--- config.mk ---
export PLATFORM = sky130hd
export DESIGN_NAME = parcel_aligner
export DESIGN_NICKNAME = d
export VERILOG_FILES = /design/src/rtl/parcel_aligner.sv
export SDC_FILE = /design/constraint.sdc
export NUM_CORES = 1
export LEC_CHECK = 0
export BUFFER_PORTS_ARGS = -buffer_cell sky130_fd_sc_hd__buf_2
export CAP_MARGIN = 20
export CORE_ASPECT_RATIO = 0.5
export CORE_MARGIN = 1.5
export CORE_UTILIZATION = 42
export DETAILED_ROUTE_END_ITERATION = 6
export SETUP_SLACK_MARGIN = 0.05
export SLEW_MARGIN = 20
export SYNTH_ARGS = -nofsm -noshare
export SYNTH_HDL_FRONTEND = slang
export SYNTH_SLANG_ARGS = --single-unit
--- constraint.sdc ---
create_clock -name clk -period 10.4 [get_ports clk]
set_clock_uncertainty 0.15 [all_clocks]
set_input_delay 0 -clock clk [delete_from_list [all_inputs] [get_ports clk]]
set_output_delay 0 -clock clk [all_outputs]
set_load 0.05 [all_outputs]
--- src/rtl/parcel_aligner.sv ---
module parcel_aligner #(
  parameter int PC_W = 32,
  parameter logic [PC_W-1:0] RESET_PC = '0
) (
  input  logic            clk,
  input  logic            rst_n,
  input  logic            fetch_valid,
  output logic            fetch_ready,
  input  logic [31:0]     fetch_word,
  input  logic            redirect,
  input  logic [PC_W-1:0] redirect_pc,
  output logic            out_valid,
  input  logic            out_ready,
  output logic [31:0]     out_instr,
  output logic [PC_W-1:0] out_pc,
  output logic            out_len32,
  output logic            unsupported
);

  localparam int DEPTH = 4;
  localparam int CW = $clog2(DEPTH + 1);

  logic [15:0]     pq [DEPTH];
  logic [15:0]     nq [DEPTH];
  logic [CW-1:0]   cnt, ncnt, base, pop;
  logic [PC_W-1:0] pc_q;
  logic            skip_lo;

  wire [15:0] head = pq[0];
  wire is16 = head[1:0] != 2'b11;
  wire is32 = head[1:0] == 2'b11 && head[4:2] != 3'b111;

  assign out_valid   = (cnt >= CW'(1) && is16) || (cnt >= CW'(2) && is32);
  assign unsupported = cnt != '0 && !is16 && !is32;
  assign out_len32   = !is16;
  assign out_instr   = is16 ? {16'h0000, head} : {pq[1], head};
  assign out_pc      = pc_q;
  assign fetch_ready = cnt <= CW'(DEPTH - 2);

  wire fire = out_valid && out_ready && !redirect;
  wire take = fetch_valid && fetch_ready && !redirect;

  assign pop  = fire ? (is16 ? CW'(1) : CW'(2)) : '0;
  assign base = cnt - pop;

  always_comb begin
    for (int i = 0; i < DEPTH; i++) begin
      nq[i] = '0;
      for (int j = 0; j < DEPTH; j++)
        if (j == i + int'(pop)) nq[i] = pq[j];
      if (take) begin
        if (skip_lo) begin
          if (i == int'(base)) nq[i] = fetch_word[31:16];
        end else begin
          if (i == int'(base))     nq[i] = fetch_word[15:0];
          if (i == int'(base) + 1) nq[i] = fetch_word[31:16];
        end
      end
    end
    ncnt = base + (take ? (skip_lo ? CW'(1) : CW'(2)) : '0);
  end

  always_ff @(posedge clk) begin
    if (!rst_n) begin
      cnt     <= '0;
      pc_q    <= RESET_PC;
      skip_lo <= 1'b0;
      for (int i = 0; i < DEPTH; i++) pq[i] <= '0;
    end else if (redirect) begin
      cnt     <= '0;
      pc_q    <= {redirect_pc[PC_W-1:1], 1'b0};
      skip_lo <= redirect_pc[1];
    end else begin
      for (int i = 0; i < DEPTH; i++) pq[i] <= nq[i];
      cnt <= ncnt;
      if (fire) pc_q <= pc_q + (is16 ? PC_W'(2) : PC_W'(4));
      if (take) skip_lo <= 1'b0;
    end
  end


  pc_step_chk: assert property (@(posedge clk) disable iff (!rst_n)
    out_valid && out_ready && !redirect |=>
      out_pc == $past(out_pc) + ($past(out_len32) ? PC_W'(4) : PC_W'(2)));


  hold_stable_chk: assert property (@(posedge clk) disable iff (!rst_n)
    out_valid && !out_ready && !redirect |=>
      out_valid && $stable(out_instr) && $stable(out_pc));


  redirect_flush_chk: assert property (@(posedge clk) disable iff (!rst_n)
    redirect |=> !out_valid && !unsupported &&
      out_pc == ($past(redirect_pc) & ~PC_W'(1)));


  long_sticky_chk: assert property (@(posedge clk) disable iff (!rst_n)
    unsupported && !redirect |=> unsupported && !out_valid);


  no_long_issue_chk: assert property (@(posedge clk) disable iff (!rst_n)
    out_valid |-> !(out_instr[1:0] == 2'b11 && out_instr[4:2] == 3'b111));

endmodule

==> metrics, run 1 <==
status=finished clean; Hold Crit Start=fetch_word[13]; Post-DP HPWL=around 19000 um; total wire length=31120 um; Post-synth top flop=edfxtp_1; Reg2Reg Depth=12; post-cts sizing count=0; most common cell after layout, fill and taps aside=buf_2; largest net degree at the start of global routing=65; Vias/cell=between 6 and 7; #FFs+latches synth=around 100; design area=around 9400 um^2; first-pass GRT wire length=46910 um; critical path class=flop to flop; core outline area=approximately 18000 um^2; Post-Layout Cell Count=1294; Core Util, Final=about 54%; # IOs=137; FF-to-FF End=pq[1][1]$_SDFFCE_PN0P_; die width=slightly below 200 um; DR DRC count=0; Max Buffers Root-to-Sink=2; most frequent cells in the layout=134 x buf_2, 89 x nand2_1, 74 x dlygate4sd3_1; hold crit path type=primary input to flop; Least-Margin Pin Slew=approximately 1200 ps; Fin. Hold Viols=0; Max rail drop VDD=~0.000085 V; Starting Density=a little over two fifths; Placement Cell Area=between 8000 and 9000 um^2; Die Area=roughly 19000 um^2; total CTS buffers=9; final slew viol count=0; vias in the first global route=about 8000; footprint of the multi-input gates=around 4500 um^2; Std-Cell Rows=34; Num Clock Sinks=99; top cell type's share of synthesized area=25.30%; min cycle time layout=~6000 ps; Mapped Avg Cell Area=approximately 8.3 um^2; total congestion overflow=0; fin nets=1132; Pwr Total=1.162 mW; fmax=about 170 MHz; placer congestion estimate=0.8681; total number of vias=roughly 9000; P&R area growth vs syn=24.16%; critical path endpoint category=flop; CTS tree=done; cells after synthesis=920; Post-synth EDFFs=64; Register Area=~2600 um^2; top post-synthesis cells by area=edfxtp_1 25%, dfxtp_1 9.2%, a22o_1 4.8%; Routed Antenna Nets=0; cell area after synthesis=about 7600 um^2; FFs w/ async S/R, synth=0%; r2r setup slk=4380 ps; GRT Util Overall=about a third; endpoints failing setup=0; worst-path maximum fanout=31; CTS root buffer=clkbuf_16; worst rel slew slack=between 20% and 30%; Clk pin slew, worst setup/hold paths=approximately 70 ps; RSZ-0062 raised after global routing=no; static leakage=~3.5 nW; drt first-iter violations=1068; Worst Hold End=pq[1][13]$_SDFFCE_PN0P_; Post-Place Cells=1204; Cell Pwr Density=around 120 nW/um^2; ratio of cells with drive above 1 in the final layout=between 10% and 20%; drt wl/cell=between 20 and 25 um; Die Y=between 90 and 100 um; hold slack=32.16 ps; hold path depth=4; register area share after synthesis=34.52%; Synthesis Warnings=0; pre-CTS WS=4869 ps; htree depth=3; post-synth cell types=70; Filler Cell Count=1642; Fin Setup TNS=0 ps; MaxCap Viol Count=0; Final Worst Setup Slack=roughly 4400 ps; reg2reg start=pq[0][1]$_SDFFCE_PN0P_; initial antenna violation count=0; post-synth top area cell=edfxtp_1; Port Buffer Count=about 130; syn_nets=roughly 1000; Req. time, crit path=between 10000 and 15000 ps; part of the cycle the worst path needs=57.90%; Initial DRT Pass Iterations=7; critical path arrival=approximately 6000 ps; Critical Path Start Type=flop; Clock Latency Late Sink=360 ps; antenna cells=0
## final cells by class
cell class              count  share of cell area, %
inverters                  21                 0.8358
clock buffers              15                  3.635
repair buffers            227                  16.48
well taps                 234                  3.104
clock inverters             1                0.05306
multi-input cells         697                  48.09
flip-flops and latches     99                  27.81
## sequential cells by signal (all words and copies together), names as in the netlist
register  count
pq           64
out_pc       31
cnt           3
skip_lo       1
## worst max-delay path, cell delays in order (launching register included)
cell and delay (ps):
edfxtp_1 860, o211ai_1 250, nor3_2 160, buf_4 400, inv_1 120, fa_1 830, nor2b_1 270, ha_1 730
nand3b_1 250, o21ai_2 880, a21oi_1 180, a22oi_1 210, dlygate4sd3_1 580
## per-layer routing
metal	track usage, %	share of wire (%)	vias up
met2	48.52	43	671
met3	7.908	13	64
met5	0	0	-
met1	45.71	42	4223
li1	-	-	3883
met4	10.36	2.3	0
## synthesized netlist by cell type (3+ instances only)
cell / instances
a2111oi_0: 3
a211oi_1: 18
a21boi_0: 14
a21oi_1: 50
a221oi_1: 30
a222oi_1: 14
a22o_1: 42
a22oi_1: 23
a2bb2oi_1: 11
a31oi_1: 37
a32o_1: 12
and2_1: 8
and3_1: 25
and4_1: 3
buf_2: 20
clkbuf_1: 79
dfxtp_1: 35
edfxtp_1: 64
fa_1: 3
ha_1: 5
inv_1: 18
nand2_1: 89
nand2b_1: 10
nand3_1: 45
nand3b_1: 3
nand4_1: 6
nor2_1: 32
nor2b_1: 4
nor3_1: 26
nor4_1: 9
o211ai_1: 18
o21a_1: 3
o21ai_0: 69
o21ai_1: 6
o22ai_1: 6
o31ai_1: 4
o32ai_1: 4
or3_1: 4
or4_1: 6
xnor2_1: 17
## where the power goes
group | internal [mW] | leakage [nW] | switching (mW) | total, mW
sequential | 0.451 | 0.999 | 0.0341 | 0.485
combinational | 0.0956 | 2.30 | 0.192 | 0.288
clock | 0.228 | 0.172 | 0.162 | 0.390
total | 0.774 | 3.47 | 0.388 | 1.16
## timing repair
item,CTS,global route
setup buffers,0,0
hold buffers,74,0
endpoints found under the hold margin,63,0
## worst max path at each step
stage,from,slack (ps),end,cells past startpoint
finish,pq[0][1]$_SDFFCE_PN0P_,4380,pq[1][1]$_SDFFCE_PN0P_,12
global route,pq[0][1]$_SDFFCE_PN0P_,4210,pq[1][1]$_SDFFCE_PN0P_,12
CTS,pq[0][1]$_SDFFCE_PN0P_,4640,pq[1][1]$_SDFFCE_PN0P_,12
detailed placement,pq[0][1]$_SDFFCE_PN0P_,4870,pq[3][0]$_SDFFCE_PN0P_,12
global placement,pq[0][1]$_SDFFCE_PN0P_,4960,pq[3][8]$_SDFFCE_PN0P_,12
floorplan,pq[0][0]$_SDFFCE_PN0P_,5460,pq[2][11]$_SDFFCE_PN0P_,18
## cell families (layout without fill, tap and decap cells)
logic type / Yosys count / count (layout) / synth area share, %
xor+xnor: 19 / 19 / 2.191
fa+ha+maj: 8 / 8 / 1.614
compound gates: 381 / 381 / 35.58
buf+inv: 124 / 264 / 6.556
other cells: 1 / 1 / 0.04937
mux: 2 / 2 / 0.2636
simple gates: 286 / 286 / 19.22
flops: 99 / 99 / 34.52
(Power assumes the default switching activity.)
==> run 2, diff against run 1 <==
- ABC_AREA: default -> 1
- clock period: 10.4 -> 5 ns (I/O delays scaled with it)
==> run 2 against run 1 <==
  * Sequential power is 110% higher
  * First-iteration DRC count is 10% higher
  * Combinational power grew to 2.8 times the previous value
  * Register-to-register slack worse by 4100 ps
  * Sequential cell count stayed put
  * Maximum frequency is 28% higher
  * Area after synthesis is 24% higher
  * Utilization is 3.2 points lower
  * Non-clock buffer count is 10 lower
  * Global-route usage is 2.6 points lower
  * Critical path depth is 7 higher
  * Largest cell class unchanged
==> metrics, run 2 <==
post-synth cell types=48; Least-Margin Pin Slew=998.0 ps; die width=215.0 um; drt first-iter violations=between 1000 and 1500; vias in the first global route=just over 10000; Critical Path, Cell by Cell=nand2_2, buf_4, nand2_1, nand2_2, nand4_4, nor2_4, ha_1, inv_1, fa_1, xnor2_2, inv_2, ha_1, nand3_2, clkinv_2, a21oi_1, nand2_1, nand3_1, nand2_1, inv_1; Cell Pwr Density=~230 nW/um^2; top cell type's share of synthesized area=a little over a fifth; Buf+Inv Stages, Crit Path=5; hold slack=between 15 and 20 ps; Max Buffers Root-to-Sink=2; Placement Cell Area=between 10000 and 15000 um^2; static leakage=about 5.7 nW; register area share after synthesis=about 28%; P&R area growth vs syn=17.28%; RSZ-0062 raised after global routing=no; Commonest cells post-synth=551 x nand2_1, 187 x nand3_1, 181 x inv_1; largest net degree at the start of global routing=83; Pwr Total=~2.5 mW; most numerous cell in the Yosys netlist=nand2_1; Die Area=between 20000 and 25000 um^2; Die Y=109.0 um; Initial DRT Pass Iterations=5; critical path endpoint category=flop; cell area after synthesis=9434 um^2; hold crit path type=primary input to flop; Vias/cell=around 5.5; Post-synth EDFFs=64; critical path arrival=4690 ps; Post-Layout Cell Count=around 2000; Register Area=around 2600 um^2; Routed Antenna Nets=0; FFs w/ async S/R, synth=0%; Mapped Avg Cell Area=around 6 um^2; Critical Path Start Type=flop; Port Buffer Count=between 100 and 150; Levels on crit path=19; hold path depth=7; CTS tree=done; post-synth top area cell=nand2_1; Req. time, crit path=~5000 ps; min cycle time layout=4708 ps; worst rel slew slack=between 30% and 40%; total congestion overflow=0; slowest CP cell=edfxtp_1; final slew viol count=0; status=finished clean; DR DRC count=0; MaxCap Viol Count=0; fin nets=1745; Post-synth top flop=edfxtp_1; Post-CTS Setup Inserts=0; ratio of cells with drive above 1 in the final layout=14.29%; total CTS buffers=9; initial antenna violation count=0; Fin. Hold Viols=0; critical path class=flop to flop; first-pass GRT wire length=~55000 um; most frequent cells in the layout=550 x nand2_1, 187 x nand3_1, 181 x inv_1; Most Frequent Cell on Critical Path=nand2_1; total wire length=approximately 35000 um; most common cell after layout, fill and taps aside=nand2_1; Synthesis Warnings=0; #FFs+latches synth=around 100; Max rail drop VDD=0.0001442 V; antenna cells=0; total number of vias=about 11000; Clock Latency Late Sink=approximately 370 ps; max incr delay on CP=~500 ps; fmax=212.4 MHz; cell family with most CP delay=simple AND/OR/NAND/NOR gates; cells after synthesis=between 1500 and 2000; CTS root buffer=clkbuf_16; drt wl/cell=between 15 and 20 um; htree depth=3; Fin Setup TNS=0 ps; max reg flops=64; worst-path maximum fanout=28; part of the cycle the worst path needs=between 90% and 100%; Starting Density=roughly 43%; largest register by flop count=pq; Num Clock Sinks=99; syn_nets=1611; endpoints failing setup=0; Post-Place Cells=roughly 1900; footprint of the multi-input gates=around 5600 um^2; design area=11060 um^2; Clk pin slew, worst setup/hold paths=80 ps; # IOs=approximately 140; Post-DP HPWL=between 20000 and 25000 um; Filler Cell Count=2310; placer congestion estimate=0.9550; top post-synthesis cells by area=nand2_1 22%, edfxtp_1 20%, nand3_1 9.9%; Reg2Reg Depth=19; Std-Cell Rows=38; GRT Util Overall=roughly 30%; core outline area=about 22000 um^2
run 2: logic make-up (layout without fill, tap and decap cells):
group           count (synthesis)  in the layout  synth area share, %
compound gates                236            236                14.24
xor+xnor                        5              5               0.5439
fa+ha+maj                       8              8                1.300
buf+inv                       286            425                13.46
flops                          99             99                27.80
other cells                     1              1              0.03975
simple gates                  899            899                42.61
run 2: stage by stage:
stage	utilization, %	setup WS (ps)
floorplan	-	642.6
global placement	46.12	467.2
detailed placement	46.24	348.4
CTS	50.49	325.1
global route	50.59	121.7
finish	50.59	292.3
run 2: final cells by class:
cell class	count	share of cell area, %
Multi-Input combinational cell	1149	50.27
Sequential cell	99	23.70
Timing Repair Buffer	217	13.57
Inverter	192	6.548
Tap cell	300	3.393
Clock buffer	13	2.171
Clock inverter	3	0.3506
run 2: timing repair:
action	4_1_cts	5_1_grt
endpoints found under the setup margin	0	5
gates resized for setup	0	1
hold buffers	65	0
endpoints found under the hold margin	67	0
run 2: worst paths after layout:
| check | from | endpoint | slack, ps |
|---|---|---|---|
| setup / recovery | pq[0][0]$_SDFFCE_PN0P_ | pq[0][4]$_SDFFCE_PN0P_ | 290 |
| setup reg to reg | pq[0][0]$_SDFFCE_PN0P_ | pq[0][4]$_SDFFCE_PN0P_ | 290 |
| hold reg to reg | out_pc[30]$_SDFFE_PN0P_ | out_pc[30]$_SDFFE_PN0P_ | 350 |
| hold / removal | fetch_word[1] | pq[2][1]$_SDFFCE_PN0P_ | 20 |
run 2: where the power goes:
part           leakage (nW)  internal (mW)  total (mW)  switching [mW]
Clock                 0.135          0.388       0.731           0.343
Combinational          4.52          0.257       0.804           0.548
Sequential            0.998          0.932       0.998          0.0665
run 2: worst register-to-register path, delay by kind of cell (launching register included):
family / cells / cell delay [ps]
XOR/XNOR: 1 / 350
AND/OR/NAND/NOR: 9 / 1350
buffers and inverters: 5 / 1070
flip-flops: 1 / 490
AO/OA/AOI/OAI: 1 / 140
adder cells (fa/ha/maj): 3 / 920
run 2: layer usage:
layer | up-vias | wire length (um) | track usage, %
met2 | 485 | 15590 | 48.89
li1 | 5261 | - | -
met1 | 5101 | 15850 | 40.08
met3 | 55 | 3020 | 5.411
met4 | 0 | 686 | 9.457
met5 | - | 0 | 0
==> run 3, diff against run 2 <==
- clock period: 5 -> 4.3 ns (I/O delays scaled with it)
==> run 3 against run 2 <==
  * Clock power rose by 21%
  * Non-clock buffer count rose by 11
  * Sequential share of layout area fell by 0.25 points
  * Global-route usage is 0.44 points higher
  * Combinational power increased by 17%
  * Sequential power rose by 16%
  * Maximum frequency grew 19%
  * Critical path depth unchanged
  * Cell count up 0.56%
  * Sequential cell count did not move
==> metrics, run 3 (synthesis results as in run 2) <==
most common cell after layout, fill and taps aside=nand2_1; reg2reg start=pq[0][0]$_SDFFCE_PN0P_; status=finished clean; Pwr Total=between 2 and 3 mW; total CTS buffers=9; critical path arrival=about 4000 ps; largest net degree at the start of global routing=83; Critical Path Start Type=flop; hold crit path type=primary input to flop; static leakage=5.717 nW; Critical Path Source=pq[0][0]$_SDFFCE_PN0P_; Final Worst Setup Slack=between 300 and 400 ps; Reg2Reg Depth=19; core outline area=around 22000 um^2; Std-Cell Rows=38; Routed Antenna Nets=0; Vias/cell=between 5 and 6; endpoints failing setup=0; initial antenna violation count=0; hold slack=8.141 ps; hold path depth=7; fin nets=1756; ratio of cells with drive above 1 in the final layout=14.85%; drt wl/cell=roughly 18 um; total wire length=between 30000 and 40000 um; Port Buffer Count=around 130; Clock Latency Late Sink=around 370 ps; Fin. Hold Viols=0; die width=between 200 and 250 um; CTS root buffer=clkbuf_16; # IOs=137; Hold Crit Start=fetch_word[12]; min cycle time layout=roughly 4000 ps; fmax=~250 MHz; most frequent cells in the layout=550 x nand2_1, 187 x nand3_1, 182 x inv_1; Least-Margin Pin Slew=slightly above 1000 ps; GRT Util Overall=30.25%; Initial DRT Pass Iterations=5; final slew viol count=0; Post-CTS Setup Inserts=0; Starting Density=a little over two fifths; max reg flops=between 60 and 70; Fin Setup TNS=0 ps; Cell Pwr Density=roughly 270 nW/um^2; Max Buffers Root-to-Sink=2; Clk pin slew, worst setup/hold paths=roughly 70 ps; part of the cycle the worst path needs=92.25%; worst-path maximum fanout=18; Post-DP HPWL=22240 um; total congestion overflow=0; MaxCap Viol Count=0; antenna cells=0; Req. time, crit path=roughly 4300 ps; Die Y=between 100 and 150 um; largest register by flop count=pq; total number of vias=between 10000 and 15000; critical path endpoint category=flop; first-pass GRT wire length=approximately 55000 um; P&R area growth vs syn=18.51%; Core Util, Final=51.12%; CTS tree=done; RSZ-0062 raised after global routing=no; Max rail drop VDD=0.0001663 V; htree depth=3; pre-CTS WS=between 150 and 200 ps; vias in the first global route=just over 10000; DR DRC count=0; Die Area=approximately 23000 um^2; drt first-iter violations=about 1500; placer congestion estimate=roughly 0.97; Num Clock Sinks=roughly 100; worst rel slew slack=a little under a third; critical path class=flop to flop
[run 3: area by class of cell]
cell class,instances,area (um^2)
Timing Repair Buffer,228,1578
Tap cell,300,375.4
Sequential cell,99,2623
Inverter,192,725.7
Multi-Input combinational cell,1149,5575
Clock buffer,10,250.2
Clock inverter,6,53.80
Fill cell,2314,10690
[run 3: critical path, cell delays in order (launching register included)]
cell and delay, ps:
edfxtp_1 500, nand2_2 170, buf_6 210, nand2_1 100, nand2_2 120, nand4_4 110, nor2_4 110, ha_1 150
inv_1 50, fa_2 380, xnor2_4 250, inv_2 100, ha_1 360, nand3_2 130, inv_2 390, a21oi_1 120
nand2_1 120, nand3_1 100, nand2_1 70, inv_1 40
[run 3: worst paths after layout]
check | slack (ps) | end
setup / recovery | 330 | pq[0][2]$_SDFFCE_PN0P_
hold / removal | 8 | pq[1][12]$_SDFFCE_PN0P_
setup reg to reg | 330 | pq[0][2]$_SDFFCE_PN0P_
hold reg to reg | 360 | out_pc[30]$_SDFFE_PN0P_
[run 3: routing by layer]
| layer | GRT usage (%) | vias to the layer above | wire (um) |
|---|---|---|---|
| li1 | - | 5296 | - |
| met4 | 9.406 | 0 | 683 |
| met5 | 0 | - | 0 |
| met2 | 48.04 | 489 | 15190 |
| met1 | 41.69 | 5109 | 16210 |
| met3 | 5.858 | 63 | 3081 |
[run 3: what timing repair did]
item	in CTS	in global routing
endpoints found under the hold margin	66	0
gates resized for setup	0	12
setup endpoints to repair	0	63
hold buffers	70	0
[run 3: power breakdown]
part	total, mW	switching [mW]	leakage (nW)	internal [mW]
combinational	0.943	0.639	4.56	0.304
clock	0.887	0.406	0.158	0.482
sequential	1.16	0.0748	0.998	1.08
[run 3: stage by stage]
step | cell area (um^2) | cells
floorplan | 9435 | 1534
global placement | 10130 | 1898
detailed placement | 10130 | 1898
CTS | 11140 | 1984
global route | 11180 | 1984
finish | 11180 | 1984
